--- src/rtl/xirq_pkg.sv ---
package xirq_pkg;
    localparam int PRIO_W    = 3;
    localparam int DATA_W    = 8;
    localparam int FLAG_BIT  = 3;
    localparam int POL_BIT   = 4;
    localparam int SENSE_BIT = 5;

    typedef enum logic {
        SENSE_EDGE  = 1'b0,
        SENSE_LEVEL = 1'b1
    } sense_e;

    typedef struct packed {
        sense_e              sense;
        logic                act_high;
        logic                flag;
        logic [PRIO_W-1:0]   prio;
    } ctrl_t;

    function automatic logic [DATA_W-1:0] pack_rd(input ctrl_t c);
        logic [DATA_W-1:0] r;
        r                  = '0;
        r[PRIO_W-1:0]      = c.prio;
        r[FLAG_BIT]        = c.flag;
        r[POL_BIT]         = c.act_high;
        r[SENSE_BIT]       = c.sense;
        return r;
    endfunction
endpackage

--- src/rtl/xirq_sync.sv ---
module xirq_sync #(
    parameter int STAGES = 2
) (
    input  logic clk,
    input  logic rst,
    input  logic d_i,
    output logic q_o
);
    logic [STAGES-1:0] chain;

    always_ff @(posedge clk) begin
        if (rst) chain <= '0;
        else     chain <= {chain[STAGES-2:0], d_i};
    end

    assign q_o = chain[STAGES-1];
endmodule

--- src/rtl/xirq_detect.sv ---
module xirq_detect
    import xirq_pkg::*;
(
    input  logic   clk,
    input  logic   rst,
    input  logic   s_i,
    input  logic   act_high,
    input  sense_e sense,
    output logic   hit_o
);
    logic prev;
    logic rise, fall, level_on;

    always_ff @(posedge clk) begin
        if (rst) prev <= 1'b0;
        else     prev <= s_i;
    end

    always_comb begin
        rise     = s_i & ~prev;
        fall     = ~s_i & prev;
        level_on = act_high ? s_i : ~s_i;
        if (sense == SENSE_LEVEL) hit_o = level_on;
        else                      hit_o = act_high ? rise : fall;
    end


    fall_only_chk: assert property (@(posedge clk) disable iff (rst)
        (sense == SENSE_EDGE && !act_high && hit_o) |-> (prev && !s_i));
endmodule

--- src/rtl/xirq_core.sv ---
module xirq_core
    import xirq_pkg::*;
(
    input  logic              clk,
    input  logic              rst,
    input  logic              wr_en,
    input  logic [DATA_W-1:0] wr_data,
    input  logic              ack_i,
    input  logic              hit_i,
    output ctrl_t             ctrl_o
);
    ctrl_t ctrl;
    logic  sw_clr;

    assign sw_clr = wr_en & ~wr_data[FLAG_BIT];

    always_ff @(posedge clk) begin
        if (rst) begin
            ctrl <= '0;
        end else begin
            if (wr_en) begin
                ctrl.prio     <= wr_data[PRIO_W-1:0];
                ctrl.act_high <= wr_data[POL_BIT];
                ctrl.sense    <= sense_e'(wr_data[SENSE_BIT]);
            end
            if (hit_i)                ctrl.flag <= 1'b1;
            else if (ack_i || sw_clr) ctrl.flag <= 1'b0;
        end
    end

    assign ctrl_o = ctrl;


    reset_clear_chk: assert property (@(posedge clk)
        rst |=> (ctrl.prio == '0 && !ctrl.flag));

    no_sw_set_chk: assert property (@(posedge clk) disable iff (rst)
        (!ctrl.flag && !hit_i) |=> !ctrl.flag);

    ack_clear_chk: assert property (@(posedge clk) disable iff (rst)
        (ack_i && !hit_i) |=> !ctrl.flag);

    set_wins_chk: assert property (@(posedge clk) disable iff (rst)
        hit_i |=> ctrl.flag);
endmodule

--- src/rtl/xirq_ctrl.sv ---
module xirq_ctrl
    import xirq_pkg::*;
#(
    parameter int SYNC_STAGES = 2
) (
    input  logic              clk,
    input  logic              rst,
    input  logic              pin_i,
    input  logic              wr_en,
    input  logic [7:0]        wr_data,
    output logic [7:0]        rd_data,
    input  logic              ack_i,
    output logic              req_valid_o,
    output logic [2:0]        req_prio_o
);
    logic  pin_s;
    logic  hit;
    ctrl_t ctrl;

    xirq_sync #(.STAGES(SYNC_STAGES)) u_sync (
        .clk (clk),
        .rst (rst),
        .d_i (pin_i),
        .q_o (pin_s)
    );

    xirq_detect u_det (
        .clk      (clk),
        .rst      (rst),
        .s_i      (pin_s),
        .act_high (ctrl.act_high),
        .sense    (ctrl.sense),
        .hit_o    (hit)
    );

    xirq_core u_core (
        .clk     (clk),
        .rst     (rst),
        .wr_en   (wr_en),
        .wr_data (wr_data),
        .ack_i   (ack_i),
        .hit_i   (hit),
        .ctrl_o  (ctrl)
    );

    assign rd_data     = pack_rd(ctrl);
    assign req_prio_o  = ctrl.prio;
    assign req_valid_o = ctrl.flag & (ctrl.prio != '0);


    zero_prio_silent_chk: assert property (@(posedge clk) disable iff (rst)
        req_valid_o |-> (rd_data[3] && rd_data[2:0] != 3'd0));
endmodule

--- config.mk ---
export PLATFORM = sky130hd
export DESIGN_NAME = xirq_ctrl
export DESIGN_NICKNAME = d
export VERILOG_FILES = /design/src/rtl/xirq_pkg.sv /design/src/rtl/xirq_sync.sv /design/src/rtl/xirq_detect.sv /design/src/rtl/xirq_core.sv /design/src/rtl/xirq_ctrl.sv
export SDC_FILE = /design/constraint.sdc
export NUM_CORES = 1
export LEC_CHECK = 0
export ABC_CLOCK_PERIOD_IN_PS = 1660
export BUFFER_PORTS_ARGS = -buffer_cell sky130_fd_sc_hd__buf_4
export CORE_UTILIZATION = 23
export DETAILED_ROUTE_END_ITERATION = 16
export HOLD_SLACK_MARGIN = 0.02
export PLACE_DENSITY = 0.46
export SKIP_CTS_REPAIR_TIMING = 1
export SLEW_MARGIN = 20
export SYNTH_ARGS = -nofsm -noshare
export SYNTH_HDL_FRONTEND = slang
export SYNTH_SLANG_ARGS = --single-unit
export TNS_END_PERCENT = 50
--- constraint.sdc ---
create_clock -name clk -period 1.66 [get_ports clk]
set_input_delay 0.083 -clock clk [delete_from_list [all_inputs] [get_ports clk]]
set_output_delay 0.083 -clock clk [all_outputs]
set_load 0.1 [all_outputs]
==> impl_results.md <==
- Category of the worst setup path launch point: flip-flop
- Routed Antenna Nets: 0
- Number of global-route vias before repair: 267
- Worst Setup Slack post-DPL: 703 ps
- Number of synthesized register bits: 9
- Static Leakage: 0.259 nW
- Post-synth cell types: 15
- Total detailed-routing wirelength: 688 um
- Via density per instance: 4.03
- Crit path cell chain: o31a_2 -> buf_4
- Cell area after synthesis: 383 sq um
- DR vias: 286
- Final setup violation count: 0
- # nets final: 69
- DRC violation count after routing: 0
- RSZ-0062 raised after global routing: no
- Layout cell share with drive strength beyond 1: 47.3%
- Part of the power in the clock network: 27.7%
- Max frequency: 0.814 GHz
- Number of antenna violations at the first check in global routing: 0
- Number of buffers on the longest clock path: 2
- Critical path class: flip-flop to output port
- Worst Skew: 4.49 ps
- Area growth from synthesis to layout: 37.3%
- Result of the run: complete, no violations
- Total Die Area: 0.00183 sq mm
- TritonCTS clock tree: done
- Kind of end point of the critical path: output port
- Total iterations of the first detailed-routing run: 2
- Core Region: 0.00152 sq mm
- CTS Root Cell: sky130_fd_sc_hd__clkbuf_4
- Final Wtd Congestion: 0.650
- Number of filler instances in the final layout: 166
- Clk pin slew, worst setup/hold paths: 60 ps
- GRT Overall Usage: 8.86%
- Horizontal die dimension: 42.8 um
- Sw power: 0.233 mW
- Hold Path Cell Cnt: 2
- Critical path fanouts, max: 4
- Clock sink count: 9
- Cell internal power dissipation: 0.369 mW
- Wire per inst: 9.69 um
- H-tree lvl count: 1
- Share of synthesized area occupied by flip-flops and latches: 47.1%
- Type of the worst min-delay path: primary input to flip-flop
- Worst IR Drop VDD: 0.000572 V
- P per Cell Area: 1150 mW/mm^2
- Final global-route overflow total: 0
- First-pass GRT wire length: 1120 um
- Number of buffers inserted during clock tree synthesis: 3
- Count of routing violations after the opening detailed-route iteration: 4
- Worst reg-to-reg path cell count: 3
- Number of top-level pins: 25
- Synth top area cells: sky130_fd_sc_hd__dfxtp_1, sky130_fd_sc_hd__buf_4, sky130_fd_sc_hd__mux2i_1, sky130_fd_sc_hd__nor2_1, sky130_fd_sc_hd__nor2b_1
- Combinational Power Share: 32.6%
- Vertical extent of the die: 42.8 um
- Cell type of the slowest stage on the worst timing path: sky130_fd_sc_hd__dfxtp_2
- Maximum Capacitance Violations: 0
- Diode insertion count for antenna repair: 0
- Buffers on Ports: 20
- Fraction of power spent switching nets: 38.6%
- Clk_lat worst skew: 260 ps
- Required @ worst endpoint: 1580 ps
- Period utilization: 74.0%
- Post-Route Hold Slack: 47.5 ps
- Total negative setup slack: 0 ps
- Initial core utilization: 25.1%
- Arrival time at the worst endpoint: 1150 ps
- Largest stage delay on the critical path: 330 ps
- Final critical-path required period: 1230 ps
- Average cell area after synthesis: 9.82 sq um
- Mapped Cells: 39
- Worst setup slack after layout: 432 ps
- Std cell rows: 14
- Area leader, netlist: sky130_fd_sc_hd__dfxtp_1
- Sequential power share: 39.7%
- Post-layout power: 0.602 mW
- Number of synthesis warnings: 0
- Top cell type's share of synthesized area: 47.1%
- Final-report hold violation count: 0
- Number of max-slew violations in the final report: 0
- Largest net degree at the start of global routing: 10
-- metal layers --
| metal | wire (um) | global-route usage, % | vias up |
|---|---|---|---|
| met5 | 0 | 0 | - |
| met4 | 8 | 3.75 | 0 |
| met3 | 59 | 7.23 | 2 |
| met2 | 302 | 12.4 | 13 |
| met1 | 317 | 9.61 | 122 |
| li1 | - | - | 149 |
-- power groups by stage --
stage               combinational [mW]  clock, mW  sequential, mW
finish                           0.196      0.167           0.239
floorplan                        0.122          0           0.289
CTS                              0.198      0.175           0.239
global placement                 0.197          0           0.244
detailed placement               0.197          0           0.244
global route                     0.203      0.188           0.241
-- layout by cell type (no fill, tap or decap) --
cell type,instances
sky130_fd_sc_hd__clkbuf_1,1
sky130_fd_sc_hd__nand3b_1,1
sky130_fd_sc_hd__clkbuf_4,3
sky130_fd_sc_hd__conb_1,2
sky130_fd_sc_hd__a21oi_1,1
sky130_fd_sc_hd__buf_4,20
sky130_fd_sc_hd__dfxtp_1,7
sky130_fd_sc_hd__o31a_2,1
sky130_fd_sc_hd__nor2b_1,3
sky130_fd_sc_hd__dfxtp_2,2
sky130_fd_sc_hd__xor2_1,1
sky130_fd_sc_hd__mux2i_1,5
sky130_fd_sc_hd__xnor2_1,1
sky130_fd_sc_hd__nand2b_1,1
sky130_fd_sc_hd__nor2_1,5
sky130_fd_sc_hd__o21ai_1,1
-- through the flow --
step / instance area [sq um] / util, % / cells
2_1_floorplan: 390 / - / 40
3_3_place_gp: 499 / 32.8 / 67
3_5_place_dp: 499 / 32.8 / 67
4_1_cts: 526 / 34.5 / 71
5_1_grt: 526 / 34.5 / 71
6_report: 526 / 34.5 / 71
-- cell usage after synthesis --
master / n
sky130_fd_sc_hd__conb_1: 1
sky130_fd_sc_hd__nor2_1: 5
sky130_fd_sc_hd__mux2i_1: 5
sky130_fd_sc_hd__dfxtp_1: 9
sky130_fd_sc_hd__buf_4: 7
sky130_fd_sc_hd__o31a_1: 1
sky130_fd_sc_hd__clkbuf_1: 1
sky130_fd_sc_hd__nand2b_1: 1
sky130_fd_sc_hd__xor2_1: 1
sky130_fd_sc_hd__a21oi_1: 1
sky130_fd_sc_hd__o21ai_1: 1
sky130_fd_sc_hd__buf_2: 1
sky130_fd_sc_hd__nand3b_1: 1
sky130_fd_sc_hd__xnor2_1: 1
sky130_fd_sc_hd__nor2b_1: 3
-- logic make-up (layout without fill, tap and decap cells) --
group,count (synthesis),after routing,share of synthesized area [%]
AND/OR/NAND/NOR,10,10,13.4
AO/OA/AOI/OAI,3,3,4.90
multiplexers,5,5,13.1
flip-flops,9,9,47.1
buffers and inverters,9,24,16.0
other,1,2,0.979
XOR/XNOR,2,2,4.58
-- state kept, by name, indices dropped and copies added (netlist names) --
| register | count |
|---|---|
| u_core.ctrl_o | 6 |
| u_det.prev | 1 |
| u_sync.chain | 2 |
-- layout make-up --
class | count | area [sq um] | area share, %
sequential | 9 | 183 | 34.8
timing repair buffer | 20 | 150 | 28.6
multi-input combinational | 22 | 146 | 27.9
clock buffer | 4 | 26.3 | 5.00
tap | 16 | 20.0 | 3.81
-- worst max-delay path: cells and delay by family, from the launching register on --
family | cells | cell delay (ps)
flip-flops | 1 | 330
AO/OA/AOI/OAI | 1 | 330
buffers and inverters | 1 | 230
-- final timing paths --
check,from,slack [ps],to
min reg2reg,u_sync.chain[0],430,u_sync.chain[1]
max reg2reg,u_core.ctrl_o[4],830,u_core.ctrl_o[3]
max,u_core.ctrl_o[0],430,req_valid_o
min,pin_i,50,u_sync.chain[0]
Power figures use the tool's default switching activity.
